<file path="src/rtl/ppm4_pkg.sv">
package ppm4_pkg;

  localparam int CHIPS = 4;

  typedef logic [1:0]       dibit_t;
  typedef logic [CHIPS-1:0] win_t;

  typedef struct packed {
    logic   ok;
    dibit_t sym;
  } dec_t;

  // Whether chip index c is lit for bit pair d.
  function automatic logic chip_lit(dibit_t d, logic [1:0] c);
    return d == c;
  endfunction

  // Classify a four-chip window (bit i = chip i).
  function automatic dec_t decode_win(win_t w);
    dec_t   r;
    int     n;
    dibit_t first;
    n     = 0;
    first = '0;
    for (int i = CHIPS - 1; i >= 0; i--) begin
      if (w[i]) begin
        n++;
        first = i[1:0];
      end
    end
    r.sym = first;
    r.ok  = (n == 1) || ((n == 2) && ((w & (w >> 1)) != '0));
    return r;
  endfunction

endpackage

</file>
<file path="src/rtl/ppm4_tx.sv">
module ppm4_tx
  import ppm4_pkg::*;
#(
  parameter int DATA_W = 8
) (
  input  logic              clk,
  input  logic              rst_n,
  input  logic              chip_en,
  input  logic [DATA_W-1:0] data,
  input  logic              valid,
  output logic              ready,
  output logic              line
);

  localparam int SYMS = DATA_W / 2;
  localparam int SW   = (SYMS > 1) ? $clog2(SYMS) : 1;

  logic              busy;
  logic [DATA_W-1:0] sh;
  logic [1:0]        chip;
  logic [SW-1:0]     symc;

  logic last_sym;
  logic last_chip;
  logic load;

  assign last_sym  = (symc == SW'(SYMS - 1));
  assign last_chip = busy && (chip == 2'd3) && last_sym;
  assign ready     = !busy || (chip_en && last_chip);
  assign load      = valid && ready;

  always_ff @(posedge clk or negedge rst_n) begin
    if (!rst_n) begin
      busy <= 1'b0;
      sh   <= '0;
      chip <= '0;
      symc <= '0;
      line <= 1'b0;
    end else begin
      if (chip_en) begin
        line <= busy && chip_lit(sh[1:0], chip);
        if (busy) begin
          chip <= chip + 2'd1;
          if (chip == 2'd3) begin
            sh   <= sh >> 2;
            symc <= symc + 1'b1;
            if (last_sym) busy <= 1'b0;
          end
        end
      end
      if (load) begin
        sh   <= data;
        busy <= 1'b1;
        chip <= '0;
        symc <= '0;
      end
    end
  end

endmodule

</file>
<file path="src/rtl/ppm4_rx_sync.sv">
module ppm4_rx_sync
  import ppm4_pkg::*;
#(
  parameter int LOCK_RUN = 4,
  parameter int LOSS_RUN = 2
) (
  input  logic   clk,
  input  logic   rst_n,
  input  logic   chip_en,
  input  logic   sample,
  output logic   eval,
  output logic   ok,
  output logic   locked,
  output logic   stb,
  output dibit_t sym,
  output logic   err
);

  localparam int HW = $clog2(LOCK_RUN + 1);
  localparam int MW = $clog2(LOSS_RUN + 1);

  logic [1:0]    slot;
  logic [2:0]    hist;
  logic [HW-1:0] hits;
  logic [MW-1:0] miss;
  win_t          nwin;
  dec_t          dec;
  logic          hit_full;
  logic          miss_full;

  assign nwin      = {sample, hist};
  assign dec       = decode_win(nwin);
  assign eval      = chip_en && (slot == 2'd3);
  assign ok        = dec.ok;
  assign hit_full  = (hits == HW'(LOCK_RUN - 1));
  assign miss_full = (miss == MW'(LOSS_RUN - 1));

  always_ff @(posedge clk or negedge rst_n) begin
    if (!rst_n) begin
      slot   <= '0;
      hist   <= '0;
      hits   <= '0;
      miss   <= '0;
      locked <= 1'b0;
      stb    <= 1'b0;
      sym    <= '0;
      err    <= 1'b0;
    end else begin
      stb <= 1'b0;
      err <= 1'b0;
      if (chip_en) begin
        hist <= nwin[3:1];
        slot <= slot + 2'd1;
        if (eval) begin
          slot <= 2'd0;
          if (locked) begin
            if (dec.ok) begin
              miss <= '0;
              stb  <= 1'b1;
              sym  <= dec.sym;
            end else begin
              err <= 1'b1;
              if (miss_full) begin
                locked <= 1'b0;
                miss   <= '0;
              end else begin
                miss <= miss + 1'b1;
              end
            end
          end else begin
            if (dec.ok) begin
              if (hit_full) begin
                locked <= 1'b1;
                hits   <= '0;
                miss   <= '0;
              end else begin
                hits <= hits + 1'b1;
              end
            end else begin
              hits <= '0;
              slot <= 2'd1;
            end
          end
        end
      end
    end
  end

endmodule

</file>
<file path="src/rtl/ppm4_rx_pack.sv">
module ppm4_rx_pack
  import ppm4_pkg::*;
#(
  parameter int DATA_W = 8
) (
  input  logic              clk,
  input  logic              rst_n,
  input  logic              clear,
  input  logic              stb,
  input  dibit_t            sym,
  output logic [DATA_W-1:0] data,
  output logic              valid
);

  localparam int SYMS = DATA_W / 2;
  localparam int CW   = (SYMS > 1) ? $clog2(SYMS) : 1;

  logic [DATA_W-1:0] shreg;
  logic [DATA_W-1:0] nxt;
  logic [CW-1:0]     cnt;

  assign nxt = {sym, shreg[DATA_W-1:2]};

  always_ff @(posedge clk or negedge rst_n) begin
    if (!rst_n) begin
      shreg <= '0;
      cnt   <= '0;
      data  <= '0;
      valid <= 1'b0;
    end else begin
      valid <= 1'b0;
      if (clear) begin
        cnt <= '0;
      end else if (stb) begin
        shreg <= nxt;
        if (cnt == CW'(SYMS - 1)) begin
          cnt   <= '0;
          data  <= nxt;
          valid <= 1'b1;
        end else begin
          cnt <= cnt + 1'b1;
        end
      end
    end
  end

endmodule

</file>
<file path="src/rtl/ppm4_modem.sv">
module ppm4_modem
  import ppm4_pkg::*;
#(
  parameter int DATA_W   = 8,
  parameter int LOCK_RUN = 4,
  parameter int LOSS_RUN = 2
) (
  input  logic              clk,
  input  logic              rst_n,
  input  logic              chip_en,
  input  logic [DATA_W-1:0] tx_data,
  input  logic              tx_valid,
  output logic              tx_ready,
  output logic              tx_line,
  input  logic              rx_sample,
  output logic [DATA_W-1:0] rx_data,
  output logic              rx_data_valid,
  output logic              rx_lock,
  output logic              rx_err
);

  // Named internal events, observed by the bound checker.
  logic   rx_eval;
  logic   rx_sym_ok;
  logic   rx_stb;
  dibit_t rx_sym;

  ppm4_tx #(.DATA_W(DATA_W)) u_tx (
    .clk     (clk),
    .rst_n   (rst_n),
    .chip_en (chip_en),
    .data    (tx_data),
    .valid   (tx_valid),
    .ready   (tx_ready),
    .line    (tx_line)
  );

  ppm4_rx_sync #(.LOCK_RUN(LOCK_RUN), .LOSS_RUN(LOSS_RUN)) u_sync (
    .clk     (clk),
    .rst_n   (rst_n),
    .chip_en (chip_en),
    .sample  (rx_sample),
    .eval    (rx_eval),
    .ok      (rx_sym_ok),
    .locked  (rx_lock),
    .stb     (rx_stb),
    .sym     (rx_sym),
    .err     (rx_err)
  );

  ppm4_rx_pack #(.DATA_W(DATA_W)) u_pack (
    .clk   (clk),
    .rst_n (rst_n),
    .clear (!rx_lock),
    .stb   (rx_stb),
    .sym   (rx_sym),
    .data  (rx_data),
    .valid (rx_data_valid)
  );

endmodule

</file>
<file path="config.mk">
export PLATFORM = sky130hd
export DESIGN_NAME = ppm4_modem
export DESIGN_NICKNAME = d
export VERILOG_FILES = /design/src/rtl/ppm4_pkg.sv /design/src/rtl/ppm4_tx.sv /design/src/rtl/ppm4_rx_sync.sv /design/src/rtl/ppm4_rx_pack.sv /design/src/rtl/ppm4_modem.sv
export SDC_FILE = /design/constraint.sdc
export NUM_CORES = 1
export LEC_CHECK = 0
export BUFFER_PORTS_ARGS = -buffer_cell sky130_fd_sc_hd__buf_2
export CAP_MARGIN = 25
export CORE_MARGIN = 3
export CORE_UTILIZATION = 45
export CTS_BUF_LIST = sky130_fd_sc_hd__clkbuf_16
export CTS_CLUSTER_DIAMETER = 30
export DETAILED_ROUTE_END_ITERATION = 8
export PLACE_DENSITY = 0.7
export SLEW_MARGIN = 20
export SYNTH_ARGS = -nofsm -noshare
export SYNTH_HDL_FRONTEND = slang
export SYNTH_HIERARCHICAL = 1
export SYNTH_SLANG_ARGS = --single-unit
</file>
<file path="constraint.sdc">
create_clock -name clk -period 2.9 [get_ports clk]
set_input_delay 0.58 -clock clk [delete_from_list [all_inputs] [get_ports clk]]
set_output_delay 0.58 -clock clk [all_outputs]
set_load 0.01 [all_outputs]
</file>
==> results of run 1 <==
[layout by cell type (no fill, tap or decap), types with 2 or more instances in the layout]
| cell | n |
|---|---|
| sky130_fd_sc_hd__mux2_1 | 2 |
| sky130_fd_sc_hd__nor3_1 | 2 |
| sky130_fd_sc_hd__mux2_4 | 6 |
| sky130_fd_sc_hd__nand3_1 | 3 |
| sky130_fd_sc_hd__ha_1 | 9 |
| sky130_fd_sc_hd__o21ai_0 | 6 |
| sky130_fd_sc_hd__nand2b_1 | 4 |
| sky130_fd_sc_hd__nand2_1 | 13 |
| sky130_fd_sc_hd__buf_4 | 2 |
| sky130_fd_sc_hd__o31ai_1 | 3 |
| sky130_fd_sc_hd__dfrtp_1 | 46 |
| sky130_fd_sc_hd__nand3b_1 | 2 |
| sky130_fd_sc_hd__nor2_1 | 8 |
| sky130_fd_sc_hd__clkinvlp_4 | 2 |
| sky130_fd_sc_hd__inv_1 | 12 |
| sky130_fd_sc_hd__mux2i_1 | 5 |
| sky130_fd_sc_hd__xor2_1 | 5 |
| sky130_fd_sc_hd__a21oi_1 | 6 |
| sky130_fd_sc_hd__buf_2 | 25 |
| sky130_fd_sc_hd__clkbuf_16 | 5 |
| sky130_fd_sc_hd__mux2_2 | 22 |
[power by group through the flow]
stage / combinational (mW) / sequential (mW) / clock, mW
6_report: 0.455 / 0.846 / 0.561
5_1_grt: 0.523 / 0.861 / 0.613
4_1_cts: 0.462 / 0.846 / 0.577
3_5_place_dp: 0.453 / 0.856 / 0
3_3_place_gp: 0.438 / 0.850 / 0
2_1_floorplan: 0.371 / 0.827 / 0
[flip-flops by register name (all words and copies together), names as in the netlist, 2 cells and up]
name,cells
u_tx/chip,2
u_sync/sym,2
u_sync/miss,2
u_sync/slot,2
u_pack/data,8
u_pack/cnt,2
u_tx/sh,8
u_tx/symc,2
u_pack/shreg,6
u_sync/hist,3
u_sync/hits,3
[worst min-delay path by stage]
| stage | start | cells past startpoint | slack, ns | endpoint |
|---|---|---|---|---|
| floorplan | rst_n | 0 | 0.28 | u_pack/cnt[0] |
| global placement | u_sync/miss[1] | 1 | 0.48 | u_sync/miss[1] |
| detailed placement | u_sync/miss[1] | 1 | 0.48 | u_sync/miss[1] |
| CTS | rst_n | 1 | 0.20 | u_pack/data[6] |
| global route | rst_n | 1 | 0.21 | u_pack/valid |
| finish | rst_n | 1 | 0.19 | u_pack/data[3] |
[layer usage]
layer	global-route usage (%)	vias to the layer above	routed length [µm]
met5	0	-	0
li1	-	705	-
met4	6.05	0	59
met2	22.6	28	1800
met3	3.25	5	125
met1	16.2	699	1630
[cell type report]
type,instances,share of cell area (%)
sequential,46,44.1
inverter,12,1.72
multi-input combinational,120,39.9
clock buffer,5,4.79
tap,67,3.21
clock inverter,3,0.910
timing repair buffer,27,5.37
[per-stage QoR]
step | power, mW | cells | setup slack, ns | util, %
after global routing | 2.00 | 280 | 0.258 | 54.2
after CTS | 1.89 | 280 | 0.468 | 54.2
after floorplan | 1.20 | 184 | 0.372 | -
after detailed placement | 1.31 | 272 | 0.216 | 51.1
after global placement | 1.29 | 272 | 0.283 | 51.1
final | 1.86 | 280 | 0.470 | 54.2
==> flow_results.org, run 1 <==
** Die
- The die covers roughly 0.0060 mm².
- Effective utilization at floorplan :: 47.6%
- 26 I/O pins were placed.
- Vertical die dimension :: 77.4 µm
- In this run the standard cell core region covers 0.00482 mm².
- Number of placement rows :: 25
- Overall die width :: ~77 µm

** STA
- Tcrit/Tclk final :: between 80% and 90%
- Post-layout min period :: approximately 2.4 ns
- Worst slew margin relative to its limit :: between 50% and 60%
- Sum of negative setup slack :: 0 ns
- RSZ-0062 raised after global routing :: no
- Setup violations remaining at the end of the flow were counted as 0.
- Top achievable clock speed :: 411 MHz
- Across all hold checks on the routed design, the worst slack comes to ~0.19 ns.
- Hold Violations, Final :: 0
- The final max-slew violation count is 0.
- At the pin with the least slew margin, the transition time is approximately 0.63 ns.
- The clock arrives with 0.00712 ns of skew.

** Yosys
- After synthesis, the mean cell area works out to about 12 µm².
- Cell count after synthesis :: 184
- Yosys printed 6 warnings.
- Post-synthesis cell area :: 0.00229 mm²
- Synthesis produced a netlist with a net count of 206.

** Place
- Port Buffers :: 25
- The wire-length estimate of the detail-placed layout is approximately 2600 µm.
- Placed Instance Area :: 0.00246 mm²
- At the end of routability-driven placement, the weighted congestion stood at 0.772.

** Setup path
- The startpoint identified for the worst register-to-register timing path is u_sync/hist[2].
- The critical path is of the reg -> reg type.
- Endpoint of the worst setup timing path :: u_sync/miss[0]
- Data on the critical path is required at its endpoint by a little over 3 ns.
- Type of element capturing the critical path :: flip-flop
- Origin of the worst setup path :: u_sync/hist[2]
- Number of cells on the worst reg-to-reg path :: 10
- The setup check on the worst reg-to-reg path leaves a slack of 0.47 ns.
- The signal on the critical path passes through inv_1 > ha_1 > xor2_2 > ha_1 > nand2_1 > nor2_2 > nor4_4 > buf_4 > a311oi_1 > a211o_1.
- Among the stages of the critical path, the cell type that occurs most often is sky130_fd_sc_hd__ha_1.
- Buffers plus inverters on the worst setup path :: 2
- Instance count on the critical path :: 10
- Crit start category :: flip-flop
- In this design, the stage delay of the slowest critical-path cell is 0.40 ns.
- The slowest stage of the critical path is the sky130_fd_sc_hd__dfrtp_1 cell.
- Highest fanout seen on the critical path :: 7
- Data on the critical path arrives at its endpoint at 2.60 ns.
- Top delay family on crit path :: adder cells
- The worst register-to-register path ends at u_sync/miss[0].

** Routing
- The final layout contains routed wiring with a total length of 3620 µm.
- Via/cell ratio :: 5.13
- The detailed router finished its first iteration with 53 violations.
- Number of vias after detailed routing :: around 1.4k
- In the routed design, unresolved DRC markers number 0.
- Detail Route Antenna Nets :: 0
- Dividing the detail-routed wire length by the instance count gives approximately 13 µm.
- The first detailed-routing pass ran for 4 iterations.

** Finish
- Post-route design area :: 0.00261 mm²
- The net count of the finished layout is about 230.
- Across the whole layout, storage elements account for 0.00115 mm².
- Number of fill cells :: 437
- Cells with a size suffix above 1 make up 34.3% of the layout.
- Antenna Cells :: 0
- The multi-input combinational cells in the finished layout cover a total of 0.00104 mm².
- Area growth from synthesis to layout :: 13.9%

** CTS
- The clock reaches the later pin of the worst-skew pair after 0.28 ns.
- Clock root buffer :: sky130_fd_sc_hd__clkbuf_16
- The number of hold buffers added after CTS was 0.
- Clock Pin Slew Worst Setup and Hold Paths :: 0.06 ns
- The number of clock buffers added by TritonCTS is 5.
- TritonCTS built the clock tree.
- In this run, post-CTS repair resized a total of 0 instances.
- Clock tree synthesis found a total of 46 sinks.
- H-tree depth :: 2
- Counting along the longest clock path gives a buffer depth of 2.
- Count of buffers added by post-CTS timing repair for setup :: 0

** Power and ir drop
- Power density relative to cell area :: 713 mW/mm²
- Static leakage power :: 1.31 nW
- Clock group share of total power :: a little under a third
- Internal Pwr Total :: between 1 and 1.5 mW
- Part of the total power dissipated in sequential elements :: a little under half
- In this run switching power makes up 29.8% of total power.
- Combinational group share of total power :: 24.5%
- Net switching power figure :: 0.555 mW
- VDD IR-drop max :: 0.311 mV

** GRT
- The via count of the first global-routing pass came to roughly 1.5k.
- Global routing consumed, over all layers together, 13.4% of the routing resources.
- Maximum number of pins on one net before global-route repair :: 32
- Total congestion overflow after global routing :: 0
- Number of antenna violations at the first check in global routing :: 0
- The first global-routing pass estimated 6420 µm of wire.

** Outcome
- Status :: completed

** Worst hold path
- The path class of the tightest hold or removal check is in -> async.

** Job
- Max-cap violations :: 0
No activity file was read; power rests on OpenSTA's default activity.
==> inputs of run 2 (changes only) <==
--- a/config.mk
+++ b/config.mk
@@ -12,7 +12,7 @@
 export CTS_BUF_LIST = sky130_fd_sc_hd__clkbuf_16
 export CTS_CLUSTER_DIAMETER = 30
 export DETAILED_ROUTE_END_ITERATION = 8
-export PLACE_DENSITY = 0.7
+export PLACE_DENSITY = 0.72
 export SLEW_MARGIN = 20
 export SYNTH_ARGS = -nofsm -noshare
 export SYNTH_HDL_FRONTEND = slang
==> constraint.sdc (replaced) <==
create_clock -name clk -period 2.1 [get_ports clk]
set_input_delay 0.42 -clock clk [delete_from_list [all_inputs] [get_ports clk]]
set_output_delay 0.42 -clock clk [all_outputs]
set_load 0.01 [all_outputs]
==> run 2 against run 1 <==
Against the previous run: the run now ends with setup timing left; critical path depth unchanged; routed wire length increased by 8.8%; flip-flop and latch count unchanged; via count increased by 3.1%; maximum frequency increased by 12%; die area unchanged; hold slack got worse by 0.081 ns; critical path type unchanged; critical endpoint unchanged; largest power group unchanged.
==> flow_results.org, run 2 (synthesis results as in run 1) <==
** Die
- Overall die width :: 77.4 µm (unchanged)
- Effective utilization at floorplan :: 47.6% (unchanged)
- IO Pins :: 26 (unchanged)
- The die outline area was 0.00599 mm² (unchanged).
- The number of placement rows is 25 (unchanged).
- The area of the core region was 0.00482 mm² (unchanged).
- Vertical die dimension :: 77.4 µm (unchanged)

** Setup path
- Reg2reg end :: u_sync/miss[0]
- The maximum fanout count along the critical path was 7 (unchanged).
- Critical Path AT :: 2.33 ns (-0.27 ns)
- The worst setup path is captured at a flip-flop.
- Startpoint of the lowest-slack register-to-register path :: u_sync/hist[2]
- The slowest stage of the critical path is the sky130_fd_sc_hd__dfrtp_1 cell.
- Required time at the endpoint of the critical path :: 2.27 ns (-0.80 ns)
- The register-to-register setup slack is -0.06 ns (-0.53 ns).
- Crit start category :: flip-flop
- Origin of the worst setup path :: u_sync/hist[2]
- Slowest cell delay on critical path :: 0.41 ns (about the same)
- Number of cells on the worst reg-to-reg path :: 10 (unchanged)
- Cell repeated most along the worst path :: sky130_fd_sc_hd__ha_4
- The critical path goes through inv_2 > ha_4 > xor2_4 > ha_4 > nand2_2 > nor2_2 > nor4_4 > buf_6 > a311oi_2 > a211o_1.
- Start-to-end type of the worst setup path :: reg -> reg
- Endpoint of the worst setup timing path :: u_sync/miss[0]

** Outcome
- Status :: finished with violations
- Failing checks :: setup timing

** STA
- The maximum clock rate is 462 MHz (+12%).
- The post-route setup TNS is -0.184 ns (-0.184 ns).
- The worst path setup slack after routing was -0.0633 ns (-0.533 ns).
- Post-layout min period :: 2.16 ns (-0.267 ns)
- Final Skew :: 0.00564 ns (-0.00148 ns)
- Slew @ Worst Pin :: 0.641 ns (+0.00631 ns)
- The final critical-path share of the clock period came to 103% (+19 points).
- Setup repair after global routing could not meet its margin everywhere.
- The hold slack was 0.109 ns (-0.0805 ns).
- Number of setup violations in the final report :: 6 (+6)
- Worst slew margin relative to its limit :: 57.2% (-0.26 points)
- The final max-slew violation count came to 0 (unchanged).
- Hold Violations, Final :: 0 (unchanged)

** Place
- The placed instance count was 283 (+4.0%).
- The HPWL reported at the end of detailed placement is 2720 µm (+4.9%).
- The count of port buffers added during placement came to 25 (unchanged).
- Placed Instance Area :: 0.00260 mm² (+5.7%)
- The weighted congestion at the end of routability-driven global placement is 0.775 (+0.43%).

** Job
- Max-cap violations :: 0 (unchanged)

** Routing
- Average routed wire per standard cell :: 13.3 µm (+3.3%)
- The number of detailed-routing iterations run before antenna repair came to 4 (unchanged).
- The number of vias after detailed routing was 1481 (+3.1%).
- The number of DRC markers after the initial detailed-route iteration is 63 (+19%).
- Detail Route Antenna Nets :: 0 (unchanged)
- The via-per-instance ratio was 5.02 (-2.2%).
- The total wire length after detailed routing was 3930 µm (+8.8%).
- The DRC violation count after routing came to 0 (unchanged).

** Finish
- Area growth from synthesis to layout :: 24.6%
- The combined area of the multi-input logic cells was 0.00115 mm² (+10%).
- Fraction of layout cells with a size suffix above 1 :: 45.2% (+11 points)
- Most frequent standard cell in the layout excluding fill and tap cells :: sky130_fd_sc_hd__dfrtp_1
- Post-route design area :: 0.00286 mm² (+9.4%)
- Biggest registers after layout :: u_pack/data x8, u_tx/sh x8, u_pack/shreg x6
- The number of diodes added for antenna fixing came to 0 (unchanged).
- Combined flip-flop and latch cell area :: 0.00115 mm² (unchanged)
- Layout net count :: 249 (+6.4%)
- Leading cell types in the layout, fill and taps excluded :: sky130_fd_sc_hd__dfrtp_1, sky130_fd_sc_hd__buf_2, sky130_fd_sc_hd__mux2_2
- Count of placed standard cells in the final layout, fillers left out :: 295 (+5.4%)
- Number of fill cells :: 400 (-8.5%)
- The utilization after layout is 59.3% (+5.1 points).

** CTS
- Maximum number of buffers from clock root to sink :: 2 (unchanged)
- Number of buffers created by CTS :: 5 (unchanged)
- The tree is rooted in a sky130_fd_sc_hd__clkbuf_16.
- The sink count of the clock tree was 46 (unchanged).
- TritonCTS built the clock tree.
- The clock insertion delay at the later pin of the skew report was 0.28 ns (about the same).
- Clock Pin Slew Worst Setup and Hold Paths :: 0.07 ns (about the same)
- The number of H-tree levels came to 2 (unchanged).

** Power and ir drop
- The combinational share of power is 29.4% (+4.9 points).
- The reported leakage power was 1.42 nW (+8.0%).
- VDD IR-drop max :: 0.692 mV (+120%)
- Proportion of total power due to net switching :: 30.8% (+0.93 points)
- The sequential share of power came to 42.3% (-3.1 points).
- Net switching power figure :: 0.847 mW (+53%)
- The share of total power in the clock network was 28.3% (-1.8 points).
- The internal power came to 1.91 mW (+46%).
- The power density relative to cell area was 964 mW/mm² (+35%).

** GRT
- The total global-route track usage is 14.3% (+0.91 points).
- Wire length of the first global-routing pass :: 6840 µm (+6.5%)
- Maximum number of pins on one net before global-route repair :: 47 (+47%)
- The via count of the first global-routing pass came to 1491 (+2.1%).
- Number of antenna violations at the first check in global routing :: 0 (unchanged)
- Total congestion overflow after global routing :: 0 (unchanged)

** Worst hold path
- The min-delay analysis places its worst path in the category in -> async.
run 2: changes by cell type in the layout (fill, tap and decap cells not counted), sizes merged:
cell,before,now
buf,27,42
run 2: worst max-delay path, delay by kind of cell, from the launching register on:
family                   cells  cell delay, ns
flip-flops                   1            0.41
XOR/XNOR                     1            0.19
buffers and inverters        2            0.27
AND/OR/NAND/NOR              3            0.37
AO/OA/AOI/OAI                2            0.35
adder cells (fa/ha/maj)      2            0.47
run 2: per-layer routing:
metal | GRT usage (%) | wire, µm | vias to the layer above
met5 | 0 | 0 | -
met4 | 4.27 | 20 | 0
met3 | 3.60 | 142 | 2
met2 | 23.1 | 1940 | 24
met1 | 19.1 | 1830 | 728
li1 | - | - | 727
run 2: per-stage QoR:
step	setup slack, ns	power [mW]
after floorplan	-0.195	1.68
after global placement	-0.179	1.84
after detailed placement	-0.227	1.88
after CTS	-0.0511	2.71
after global routing	-0.143	2.94
final	-0.0633	2.75
run 2: power groups by stage:
stage	combinational, mW	sequential (mW)	clock [mW]
6_report	0.809	1.16	0.780
5_1_grt	0.910	1.19	0.843
4_1_cts	0.740	1.16	0.800
3_5_place_dp	0.704	1.18	0
3_3_place_gp	0.672	1.17	0
2_1_floorplan	0.531	1.14	0
run 2: timing repair:
action	in CTS	in global routing
pin swaps	4	6
resized for setup	7	8
hold buffers	0	0
buffers inserted	2	2
setup endpoints to repair	8	9
gates cloned	0	0
run 2: layout make-up:
| class | count | area share [%] |
|---|---|---|
| Timing Repair Buffer | 42 | 9.68 |
| Clock inverter | 3 | 0.832 |
| Inverter | 12 | 1.66 |
| Sequential cell | 46 | 40.3 |
| Clock buffer | 5 | 4.38 |
| Tap cell | 67 | 2.93 |
| Multi-Input combinational cell | 120 | 40.2 |
run 2: worst min-delay path by stage:
stage	start	endpoint	slack [ns]	depth (start not counted)
6_report	rst_n	u_pack/shreg[6]	0.11	2
4_1_cts	rst_n	u_pack/data[0]	0.11	2
5_1_grt	rst_n	u_pack/valid	0.13	2
3_3_place_gp	rst_n	u_pack/data[5]	0.42	2
3_5_place_dp	rst_n	u_pack/data[5]	0.42	2
2_1_floorplan	rst_n	u_pack/cnt[0]	0.12	0
